--- config.mk ---
export PLATFORM = sky130hd
export DESIGN_NAME = ohins_port
export DESIGN_NICKNAME = d
export VERILOG_FILES = /design/src/rtl/ohins_pkg.sv /design/src/rtl/ohins_timing.sv /design/src/rtl/ohins_bitcnt.sv /design/src/rtl/ohins_deser.sv /design/src/rtl/ohins_port.sv
export SDC_FILE = /design/constraint.sdc
export NUM_CORES = 1
export LEC_CHECK = 0
export BUFFER_PORTS_ARGS = -buffer_cell sky130_fd_sc_hd__buf_2
export CORE_ASPECT_RATIO = 0.7
export CORE_UTILIZATION = 34
export CTS_CLUSTER_SIZE = 28
export DETAILED_ROUTE_END_ITERATION = 8
export GPL_TIMING_DRIVEN = 0
export PLACE_DENSITY = 0.58
export REMOVE_ABC_BUFFERS = 1
export SLEW_MARGIN = 20
export SYNTH_ARGS = -nofsm -noshare
export SYNTH_HDL_FRONTEND = slang
export SYNTH_SLANG_ARGS = --single-unit
--- constraint.sdc ---
create_clock -name clk -period 3.9 [get_ports clk]
set_input_delay 0 -clock clk [delete_from_list [all_inputs] [get_ports clk]]
set_output_delay 0 -clock clk [all_outputs]
set_load 0.01 [all_outputs]
--- src/rtl/ohins_pkg.sv ---
package ohins_pkg;
  typedef enum logic {
    MODE_CONTRA = 1'b0,
    MODE_CODIR  = 1'b1
  } oh_mode_e;
endpackage

--- src/rtl/ohins_timing.sv ---
module ohins_timing #(
  parameter int CLK_DIV     = 434,
  parameter int FRAME_BITS  = 72,
  parameter int SYNC_STAGES = 2
) (
  input  logic clk,
  input  logic rst,
  input  logic mode_codir,
  input  logic oh_clk_i,
  input  logic oh_fp_i,
  output logic oh_clk_o,
  output logic oh_fp_o,
  output logic timing_oe,
  output logic bit_stb,
  output logic fp_smp
);
  localparam int DIV_W = (CLK_DIV > 1) ? $clog2(CLK_DIV) : 1;
  localparam int HALF  = CLK_DIV / 2;
  localparam int POS_W = $clog2(FRAME_BITS);

  logic [DIV_W-1:0]       div_cnt;
  logic [POS_W-1:0]       gen_pos;
  logic [SYNC_STAGES-1:0] ck_sync, fp_sync;
  logic                   ck_last;
  logic                   contra_rise, codir_rise;

  // divider and generated bit position, advanced at the falling edge
  always_ff @(posedge clk) begin
    if (rst) begin
      div_cnt <= '0;
      gen_pos <= '0;
    end else if (!mode_codir) begin
      if (div_cnt == DIV_W'(CLK_DIV - 1)) begin
        div_cnt <= '0;
        gen_pos <= (gen_pos == POS_W'(FRAME_BITS - 1)) ? '0 : gen_pos + 1'b1;
      end else begin
        div_cnt <= div_cnt + 1'b1;
      end
    end
  end

  // synchroniser chain for received timing
  for (genvar g = 0; g < SYNC_STAGES; g++) begin : g_sync
    if (g == 0) begin : g_first
      always_ff @(posedge clk) begin
        if (rst) begin
          ck_sync[g] <= 1'b0;
          fp_sync[g] <= 1'b0;
        end else begin
          ck_sync[g] <= oh_clk_i;
          fp_sync[g] <= oh_fp_i;
        end
      end
    end else begin : g_rest
      always_ff @(posedge clk) begin
        if (rst) begin
          ck_sync[g] <= 1'b0;
          fp_sync[g] <= 1'b0;
        end else begin
          ck_sync[g] <= ck_sync[g-1];
          fp_sync[g] <= fp_sync[g-1];
        end
      end
    end
  end

  always_ff @(posedge clk) begin
    if (rst) ck_last <= 1'b0;
    else     ck_last <= ck_sync[SYNC_STAGES-1];
  end

  assign contra_rise = !mode_codir && (div_cnt == DIV_W'(HALF));
  assign codir_rise  = mode_codir && ck_sync[SYNC_STAGES-1] && !ck_last;
  assign bit_stb     = contra_rise || codir_rise;
  assign fp_smp      = mode_codir ? fp_sync[SYNC_STAGES-1] : (gen_pos == '0);

  assign oh_clk_o  = !mode_codir && (div_cnt >= DIV_W'(HALF));
  assign oh_fp_o   = !mode_codir && (gen_pos == '0);
  assign timing_oe = !mode_codir;


  fp_on_fall_chk: assert property (@(posedge clk) disable iff (rst)
    (!mode_codir && $past(!mode_codir) && $rose(oh_fp_o)) |-> $fell(oh_clk_o));
endmodule

--- src/rtl/ohins_bitcnt.sv ---
module ohins_bitcnt #(
  parameter int FRAME_BITS = 72,
  localparam int POS_W     = $clog2(FRAME_BITS)
) (
  input  logic             clk,
  input  logic             rst,
  input  logic             mode_codir,
  input  logic             bit_stb,
  input  logic             fp_smp,
  output logic [POS_W-1:0] cur_pos,
  output logic             misalign
);
  logic [POS_W-1:0] samp_pos, exp_pos;

  assign exp_pos = (samp_pos == POS_W'(FRAME_BITS - 1)) ? '0 : samp_pos + 1'b1;
  assign cur_pos = fp_smp ? '0 : exp_pos;

  always_ff @(posedge clk) begin
    if (rst) begin
      samp_pos <= POS_W'(FRAME_BITS - 1);
      misalign <= 1'b0;
    end else begin
      misalign <= bit_stb && fp_smp && (exp_pos != '0);
      if (bit_stb) samp_pos <= cur_pos;
    end
  end


  mis_pulse_chk: assert property (@(posedge clk) disable iff (rst)
    misalign |=> !misalign);

  contra_aligned_chk: assert property (@(posedge clk) disable iff (rst)
    (!mode_codir && $past(!mode_codir)) |-> !misalign);
endmodule

--- src/rtl/ohins_deser.sv ---
module ohins_deser #(
  parameter int BYTE_W = 8,
  parameter int SLOTS  = 9,
  localparam int POS_W  = $clog2(BYTE_W * SLOTS),
  localparam int BIT_W  = $clog2(BYTE_W),
  localparam int SLOT_W = $clog2(SLOTS)
) (
  input  logic              clk,
  input  logic              rst,
  input  logic              mode_codir,
  input  logic              ins_gate,
  input  logic              bit_stb,
  input  logic [POS_W-1:0]  cur_pos,
  input  logic              data_i,
  input  logic              ins_i,
  input  logic              out_ready,
  output logic              out_valid,
  output logic [BYTE_W-1:0] out_data,
  output logic [SLOT_W-1:0] out_slot,
  output logic              out_insert
);
  logic [BYTE_W-2:0] shreg;
  logic              ins_q;
  logic              take, at_msb, byte_done;

  assign take      = bit_stb && !mode_codir;
  assign at_msb    = (cur_pos[BIT_W-1:0] == '0);
  assign byte_done = take && (cur_pos[BIT_W-1:0] == BIT_W'(BYTE_W - 1));

  always_ff @(posedge clk) begin
    if (rst) begin
      shreg <= '0;
      ins_q <= 1'b0;
    end else if (take) begin
      shreg <= {shreg[BYTE_W-3:0], data_i};
      if (at_msb) ins_q <= ins_i && ins_gate;
    end
  end

  always_ff @(posedge clk) begin
    if (rst || mode_codir) begin
      out_valid  <= 1'b0;
      out_data   <= '0;
      out_slot   <= '0;
      out_insert <= 1'b0;
    end else if (byte_done) begin
      out_valid  <= 1'b1;
      out_data   <= {shreg, data_i};
      out_slot   <= SLOT_W'(cur_pos >> BIT_W);
      out_insert <= ins_q;
    end else if (out_ready) begin
      out_valid  <= 1'b0;
    end
  end


  hold_stable_chk: assert property (@(posedge clk) disable iff (rst)
    (out_valid && !out_ready && !byte_done && !mode_codir) |=>
      (out_valid && $stable(out_data) && $stable(out_slot) && $stable(out_insert)));

  slot_range_chk: assert property (@(posedge clk) disable iff (rst)
    out_valid |-> (out_slot < SLOT_W'(SLOTS)));

  codir_quiet_chk: assert property (@(posedge clk) disable iff (rst)
    mode_codir |=> !out_valid);
endmodule

--- src/rtl/ohins_port.sv ---
module ohins_port
  import ohins_pkg::*;
#(
  parameter int CLK_DIV     = 434,
  parameter int BYTE_W      = 8,
  parameter int SLOTS       = 9,
  parameter int SYNC_STAGES = 2,
  localparam int SLOT_W     = $clog2(SLOTS)
) (
  input  logic              clk,
  input  logic              rst,
  input  logic              cfg_mode,
  input  logic              cfg_ins_en,
  input  logic              oh_clk_i,
  input  logic              oh_fp_i,
  output logic              oh_clk_o,
  output logic              oh_clk_oe,
  output logic              oh_fp_o,
  output logic              oh_fp_oe,
  input  logic              oh_data_i,
  input  logic              oh_ins_i,
  output logic              out_valid,
  input  logic              out_ready,
  output logic [BYTE_W-1:0] out_data,
  output logic [SLOT_W-1:0] out_slot,
  output logic              out_insert,
  output logic              oh_misalign
);
  localparam int FRAME_BITS = BYTE_W * SLOTS;
  localparam int POS_W      = $clog2(FRAME_BITS);

  logic             mode_codir, timing_oe, bit_stb, fp_smp;
  logic [POS_W-1:0] cur_pos;

  assign mode_codir = (cfg_mode == MODE_CODIR);
  assign oh_clk_oe  = timing_oe;
  assign oh_fp_oe   = timing_oe;

  ohins_timing #(
    .CLK_DIV(CLK_DIV), .FRAME_BITS(FRAME_BITS), .SYNC_STAGES(SYNC_STAGES)
  ) u_timing (
    .clk(clk), .rst(rst), .mode_codir(mode_codir),
    .oh_clk_i(oh_clk_i), .oh_fp_i(oh_fp_i),
    .oh_clk_o(oh_clk_o), .oh_fp_o(oh_fp_o), .timing_oe(timing_oe),
    .bit_stb(bit_stb), .fp_smp(fp_smp)
  );

  ohins_bitcnt #(.FRAME_BITS(FRAME_BITS)) u_bitcnt (
    .clk(clk), .rst(rst), .mode_codir(mode_codir),
    .bit_stb(bit_stb), .fp_smp(fp_smp),
    .cur_pos(cur_pos), .misalign(oh_misalign)
  );

  ohins_deser #(.BYTE_W(BYTE_W), .SLOTS(SLOTS)) u_deser (
    .clk(clk), .rst(rst), .mode_codir(mode_codir), .ins_gate(cfg_ins_en),
    .bit_stb(bit_stb), .cur_pos(cur_pos),
    .data_i(oh_data_i), .ins_i(oh_ins_i), .out_ready(out_ready),
    .out_valid(out_valid), .out_data(out_data), .out_slot(out_slot),
    .out_insert(out_insert)
  );


  oe_mode_chk: assert property (@(posedge clk) disable iff (rst)
    oh_clk_oe |-> (oh_fp_oe && !cfg_mode));
endmodule

==> qor.csv, run 1 <==
metric,value,unit
Leak Pwr,0.929,nW
sequential share of the synthesized area,0.451,
minimum clock period,2.94,ns
total power,0.913,mW
via count,1856,
Logic pwr share,0.062,
H-tree levels,2,
"Max FO, Critical Path",14,
Critical Path AT,3.12,ns
final hold violation count,0,
Final period util,0.754,
sw power,0.217,mW
Syn Area/Cell,8.38,sq um
row count,24,
diodes inserted,0,
Initial DRT Pass Iterations,4,
Buffers on Ports,27,
ys async rst share,0,
GR Util All Layers,0.144,
Cells after Synth,270,
Clock Latency Late Sink,0.31,ns
"Setup violations, final",0,
vias in the first global route,1776,
layout cells sized above 1,0.149,
# IOs,28,
antenna violations before repair,0,
WHS,0.114,ns
Final Util,0.410,
CTS tree,yes,
Clock power frac,0.355,
clk sinks,51,
Max-cap violations,0,
Worst Max-Slew Pin Slew,1.06,ns
Total Wirelength,4670,microns
FMAX,340,MHz
Setup TNS,0,ns
status,"finished, final reports clean",
maximum vdd drop,0.146,mV
Sequential Power Share,0.583,
area delta synth->final,14.8,%
"most common cell after layout, fill and taps aside",nand2_1,
"Distinct cells, synth",48,
die height,70.3,microns
post-route setup slack,0.958,ns
Die W,99.5,microns
delay of the slowest critical-path stage,0.80,ns
CP Capture Type,register,
"critical path, cell by cell",ha_1 > or3b_4 > nor4_2 > nand3_1 > nand2_1 > a21oi_1,
Crit path required time,4.08,ns
CTS root buffer,clkbuf_8,
worst slack at placement,1.01,ns
CP bufs+invs,0,
Wirelength per Cell,12.1,microns
Core Area,6340,sq um
first-pass GRT wire length,8050,microns
NumNets Final,308,
Post-synth top flop,dfxtp_1,
cell taking the most area after synthesis,dfxtp_1,
Post-CTS Setup Inserts,0,
slowest stage cell on the critical path,nor4_2,
final antenna-violating net count,0,
critical path type,register to register,
Synth Warn #,0,
"commonest cells after routing, fill and taps aside","nand2_1 (52), dfxtp_1 (51), a21oi_1 (29), buf_2 (27), nor2_1 (25)",
CP top delay family,simple AND/OR/NAND/NOR gates,
synth top area cells,"dfxtp_1 (45%), nand2_1 (8.6%), a21oi_1 (6.4%)",
dpl hpwl,3260,microns
DR iter-0 viols,60,
Die Area,6990,sq um
Clock Path Buffers,2,
gp weighted congestion,0.762,
pwr dens,351,nW/um^2
residual DRC count,0,
Max Slew Vio Count,0,
Post-synth EDFFs,0,
Startpoint Class,register,
RSZ-0062 raised after global routing,false,
internal power,0.696,mW
grt ovf,0,
Post-Synthesis Cell Area,2260,sq um
Setup Skew,0.0137,ns
clock-pin slew on the worst setup and hold paths,0.09,ns
Hold WC Path Type,primary input to register,
Seq cells post-synth,51,
worst relative slew slack,0.291,
Sw Share,0.238,
Synth top area share,0.451,
pin count of the biggest net entering global routing,29,
Starting Density,0.357,
CTS Buf Count,5,
via/cell ratio,4.81,
per-layer routing:
metal | global-route usage | wire length, microns | part of all wire
met5 | 0 | 0 | 0
met4 | 0.0294 | 37 | 0.0079
met3 | 0.0380 | 205 | 0.044
met2 | 0.228 | 2010 | 0.43
met1 | 0.196 | 2420 | 0.52
power groups by stage:
stage                     clock network [mW]  registers (mW)  logic [mW]
after floorplan                            0           0.543      0.0339
after global placement                     0           0.544      0.0533
after detailed placement                   0           0.545      0.0536
after CTS                              0.337           0.532      0.0578
after global routing                   0.356           0.534      0.0637
final                                  0.324           0.532      0.0567
synth_stat cells (2+ instances only):
| cell type | count |
|---|---|
| a21oi_1 | 29 |
| nand2_1 | 52 |
| nand4_1 | 4 |
| nor2b_1 | 6 |
| inv_1 | 7 |
| nor4b_1 | 2 |
| or2_2 | 2 |
| nor2_1 | 25 |
| clkbuf_1 | 8 |
| buf_4 | 2 |
| dfxtp_1 | 51 |
| and3_1 | 2 |
| and2_1 | 3 |
| or3_1 | 3 |
| nand4b_1 | 2 |
| nand3_1 | 6 |
| nor4_1 | 2 |
| nor3_1 | 2 |
| ha_1 | 5 |
| nor4_2 | 2 |
| xnor2_1 | 11 |
| buf_2 | 5 |
| xor2_1 | 6 |
| nand2b_1 | 2 |
| a31oi_1 | 3 |
| o21ai_0 | 5 |
| nor3_2 | 2 |
flip-flops by register name, indices dropped and copies added, names as in the netlist:
name,flops
u_bitcnt.misalign,1
u_bitcnt.samp_pos,7
u_deser.ins_q,1
u_deser.out_data,8
u_deser.out_insert,1
u_deser.out_slot,4
u_deser.out_valid,1
u_deser.shreg,7
u_timing.ck_last,1
u_timing.ck_sync,2
u_timing.div_cnt,9
u_timing.fp_sync,2
u_timing.gen_pos,7
kinds of logic after synthesis:
kind of cell,count (synthesis),synth area share
AND/OR/NAND/NOR,122,0.268
AO/OA/AOI/OAI,51,0.139
flip-flops,51,0.451
buffers and inverters,23,0.0442
XOR/XNOR,17,0.0658
adder cells (fa/ha/maj),5,0.0276
multiplexers,1,0.00442
metrics by stage:
stage / instances / area (sq um)
floorplan: 254 / 2190
global placement: 372 / 2440
detailed placement: 372 / 2440
CTS: 386 / 2600
global route: 386 / 2600
finish: 386 / 2600
repair_timing:
action,4_1_cts,5_1_grt
hold buffers,6,0
hold endpoints to repair,6,0
gates resized for setup,0,0
cell type report:
cell class              instances  area (sq um)
flip-flops and latches         51          1020
fillers                       657          3740
clock buffers                   6          82.6
well taps                      91           114
repair buffers                 33           195
multi-input cells             196          1140
inverters                       7          26.3
clock inverters                 2          16.3
worst paths after layout:
path | startpoint | endpoint | slack, ns | cells past startpoint
setup / recovery | u_timing.div_cnt[0]$_SDFFE_PP0N_ | u_deser.out_data[0]$_SDFFE_PP0P_ | 0.96 | 6
hold / removal | cfg_mode | u_timing.div_cnt[1]$_SDFFE_PP0N_ | 0.11 | 3
setup reg to reg | u_timing.div_cnt[0]$_SDFFE_PP0N_ | u_deser.out_data[0]$_SDFFE_PP0P_ | 0.96 | 6
hold reg to reg | u_timing.fp_sync[0]$_SDFF_PP0_ | u_timing.fp_sync[1]$_SDFF_PP0_ | 0.45 | 1
worst min-delay path, cell delays in order:
cell	delay [ns]
buf_2	0.19
a21oi_1	0.15
nor2_1	0.04
Note: power is estimated with default switching activity, not from simulation.
==> run 2, diff against run 1 <==
- ABC_AREA: unset -> 1
- PLACE_DENSITY: 0.58 -> 0.6
- clock period: 3.9 -> 2.6 ns (I/O delays scaled with it)
==> run 2 against run 1 <==
  * Die area up 7.5%
  * First-iteration DRC count increased by 97%
  * Total power increased by 48%
  * Via count rose by 14%
  * Final cell count rose by 22%
  * Hold slack worse by 0.060 ns
==> qor.csv, run 2 <==
metric,value,unit,change
status,"finished, final reports clean",,
"Setup violations, final",0,,unchanged
Post-synth top flop,dfxtp_1,,
final hold violation count,0,,unchanged
"Distinct cells, synth",30,,-38%
diodes inserted,0,,unchanged
RSZ-0062 raised after global routing,false,,
CP dominant cell by count,nand2_1,,
ys async rst share,0,,unchanged
layout cells sized above 1,0.130,,-0.0192
via/cell ratio,4.51,,-6.3%
DR iter-0 viols,118,,+97%
Final period util,0.740,,-0.0140
"commonest cells after routing, fill and taps aside","nand2_1 (78), dfxtp_1 (51), nor2_1 (49), inv_1 (46), buf_2 (27)",,
dpl hpwl,3610,microns,+11%
Post-CTS Hold Fix Bufs,4,,-2
Max Slew Vio Count,0,,unchanged
Post-Synthesis Cell Area,2440,sq um,+7.7%
Worst Max-Slew Pin Slew,0.957,ns,-0.0984 ns
sequential share of the synthesized area,0.419,,-0.0322
Reg2Reg Setup Slack,0.68,ns,-0.28 ns
Post-CTS Setup Inserts,0,,unchanged
via count,2122,,+14%
Leak Pwr,1.25,nW,+35%
clk sinks,51,,unchanged
Sequential Power Share,0.592,,+0.009
first-pass GRT wire length,8540,microns,+6.1%
FMAX,520,MHz,+53%
Sw Share,0.249,,+0.0114
"most common cell after layout, fill and taps aside",nand2_1,,
maximum vdd drop,0.332,mV,+130%
Post-synth EDFFs,0,,unchanged
row count,25,,+4.2%
Core Area,6850,sq um,+8.1%
Final Util,0.401,,-0.00886
Synth top area share,0.419,,-0.0322
critical path type,register to register,,
Syn Area/Cell,7.00,sq um,-16%
Clock Path Buffers,2,,unchanged
max reg flops,9,,unchanged
most common cell in the netlist,nand2_1,,
Clock Latency Late Sink,0.30,ns,about the same
Die Area,7520,sq um,+7.5%
most common library cells after synthesis,"nand2_1 (78), dfxtp_1 (51), nor2_1 (49)",,
die height,72.8,microns,+3.7%
synth top area cells,"dfxtp_1 (42%), nand2_1 (12%), nor2_1 (7.5%)",,
clock-pin slew on the worst setup and hold paths,0.09,ns,about the same
Max-cap violations,0,,unchanged
"critical path, cell by cell",ha_1 > nand2_1 > nor2_1 > nand3_4 > nor2_4 > nand2_4 > inv_2 > nand2_1 > nand2_1 > nor2_1,,
# IOs,28,,unchanged
antenna violations before repair,0,,unchanged
delay of the slowest critical-path stage,0.43,ns,-0.37 ns
Logic pwr share,0.073,,+0.011
Synth Warn #,0,,unchanged
Crit path required time,2.80,ns,-1.28 ns
Wirelength per Cell,10.5,microns,-13%
area delta synth->final,12.7,%,
residual DRC count,0,,unchanged
"Max FO, Critical Path",16,,+2
CTS tree,yes,,
Clock power frac,0.335,,-0.020
H-tree levels,2,,unchanged
NumNets Final,390,,+27%
internal power,1.01,mW,+46%
Die W,103,microns,+3.7%
CTS root buffer,clkbuf_8,,
CTS Buf Count,5,,unchanged
grt ovf,0,,unchanged
Resized cells post-CTS,0,,unchanged
sw power,0.337,mW,+55%
vias in the first global route,1877,,+5.7%
CP Capture Type,register,,
Seq cells post-synth,51,,unchanged
Setup Skew,0.00421,ns,-0.00944 ns
Starting Density,0.356,,-0.00143
Setup TNS,0,ns,unchanged
top flop regs,"u_timing.div_cnt: 9 flops, u_deser.out_data: 8 flops",,
slowest stage cell on the critical path,dfxtp_1,,
pin count of the biggest net entering global routing,21,,-28%
Total Wirelength,4970,microns,+6.4%
gp weighted congestion,0.824,,+8.1%
GR Util All Layers,0.145,,+0.00155
minimum clock period,1.92,ns,-1.02 ns
Startpoint Class,register,,
worst relative slew slack,0.360,,+0.0691
final antenna-violating net count,0,,unchanged
Reg with most FFs,u_timing.div_cnt,,
Buffers on Ports,27,,unchanged
Initial DRT Pass Iterations,4,,unchanged
pwr dens,492,nW/um^2,+40%
cell taking the most area after synthesis,dfxtp_1,,
Cells after Synth,348,,+29%
Hold WC Path Type,primary input to register,,
Critical Path AT,2.13,ns,-0.99 ns
[run 2: cell types whose count changed after synthesis, sizes merged, moves of 6 or more]
cell and delta:
inv +45, nand2 +30, nor2 +27, nand3 +14, o21ai +14, xnor2 -11, nor2b -6, nor3 +6
[run 2: power groups by stage]
stage / logic, mW / clock network [mW] / registers (mW)
after floorplan: 0.0631 / 0 / 0.816
after global placement: 0.0933 / 0 / 0.818
after detailed placement: 0.0946 / 0 / 0.818
after CTS: 0.0992 / 0.472 / 0.800
after global routing: 0.113 / 0.495 / 0.802
final: 0.0990 / 0.452 / 0.800
[run 2: path summary, 6_finish.rpt]
kind | start | end | depth (start not counted)
setup / recovery | u_timing.div_cnt[0]$_SDFFE_PP0N_ | u_deser.out_slot[1]$_SDFFE_PP0P_ | 10
hold / removal | cfg_mode | u_timing.div_cnt[0]$_SDFFE_PP0N_ | 3
setup reg to reg | u_timing.div_cnt[0]$_SDFFE_PP0N_ | u_deser.out_slot[1]$_SDFFE_PP0P_ | 10
hold reg to reg | u_timing.fp_sync[0]$_SDFF_PP0_ | u_timing.fp_sync[1]$_SDFF_PP0_ | 2
[run 2: per-stage QoR]
| stage | cells | setup slack [ns] | instance area [sq um] | hold slack (ns) | total power [mW] |
|---|---|---|---|---|---|
| floorplan | 338 | 1.00 | 2370 | 0.0360 | 0.879 |
| global placement | 459 | 0.690 | 2620 | 0.211 | 0.911 |
| detailed placement | 459 | 0.681 | 2620 | 0.211 | 0.913 |
| CTS | 471 | 0.652 | 2750 | 0.0434 | 1.37 |
| global route | 471 | 0.498 | 2750 | 0.0486 | 1.41 |
| finish | 471 | 0.675 | 2750 | 0.0537 | 1.35 |
[run 2: logic make-up (layout without fill, tap and decap cells)]
group / after synthesis / after routing / share of synthesized area
and+or+nand+nor: 170 / 170 / 0.303
adders and majority gates: 5 / 5 / 0.0257
DFF: 51 / 51 / 0.419
xor gates and xnor gates: 7 / 7 / 0.0252
buffers and inverters: 62 / 91 / 0.110
AOI/OAI and AO/OA: 53 / 53 / 0.117
[run 2: layout make-up]
type / instances / area [sq um]
fillers: 732 / 4100
multi-input cells: 235 / 1150
flip-flops and latches: 51 / 1020
inverters: 52 / 200
repair buffers: 31 / 175
well taps: 94 / 118
clock buffers: 6 / 72.6
clock inverters: 2 / 12.5
[run 2: critical path, delay by kind of cell (launching register included)]
| family | cells | cell delay (ns) |
|---|---|---|
| flip-flops | 1 | 0.43 |
| adder cells (fa/ha/maj) | 1 | 0.20 |
| AND/OR/NAND/NOR | 8 | 0.96 |
| buffers and inverters | 1 | 0.23 |
[run 2: layer usage]
| layer | vias up | global-route usage | share of wire |
|---|---|---|---|
| li1 | 1149 | - | - |
| met1 | 946 | 0.217 | 0.56 |
| met2 | 22 | 0.208 | 0.40 |
| met3 | 5 | 0.0230 | 0.021 |
| met4 | 0 | 0.0563 | 0.012 |
| met5 | - | 0 | 0 |
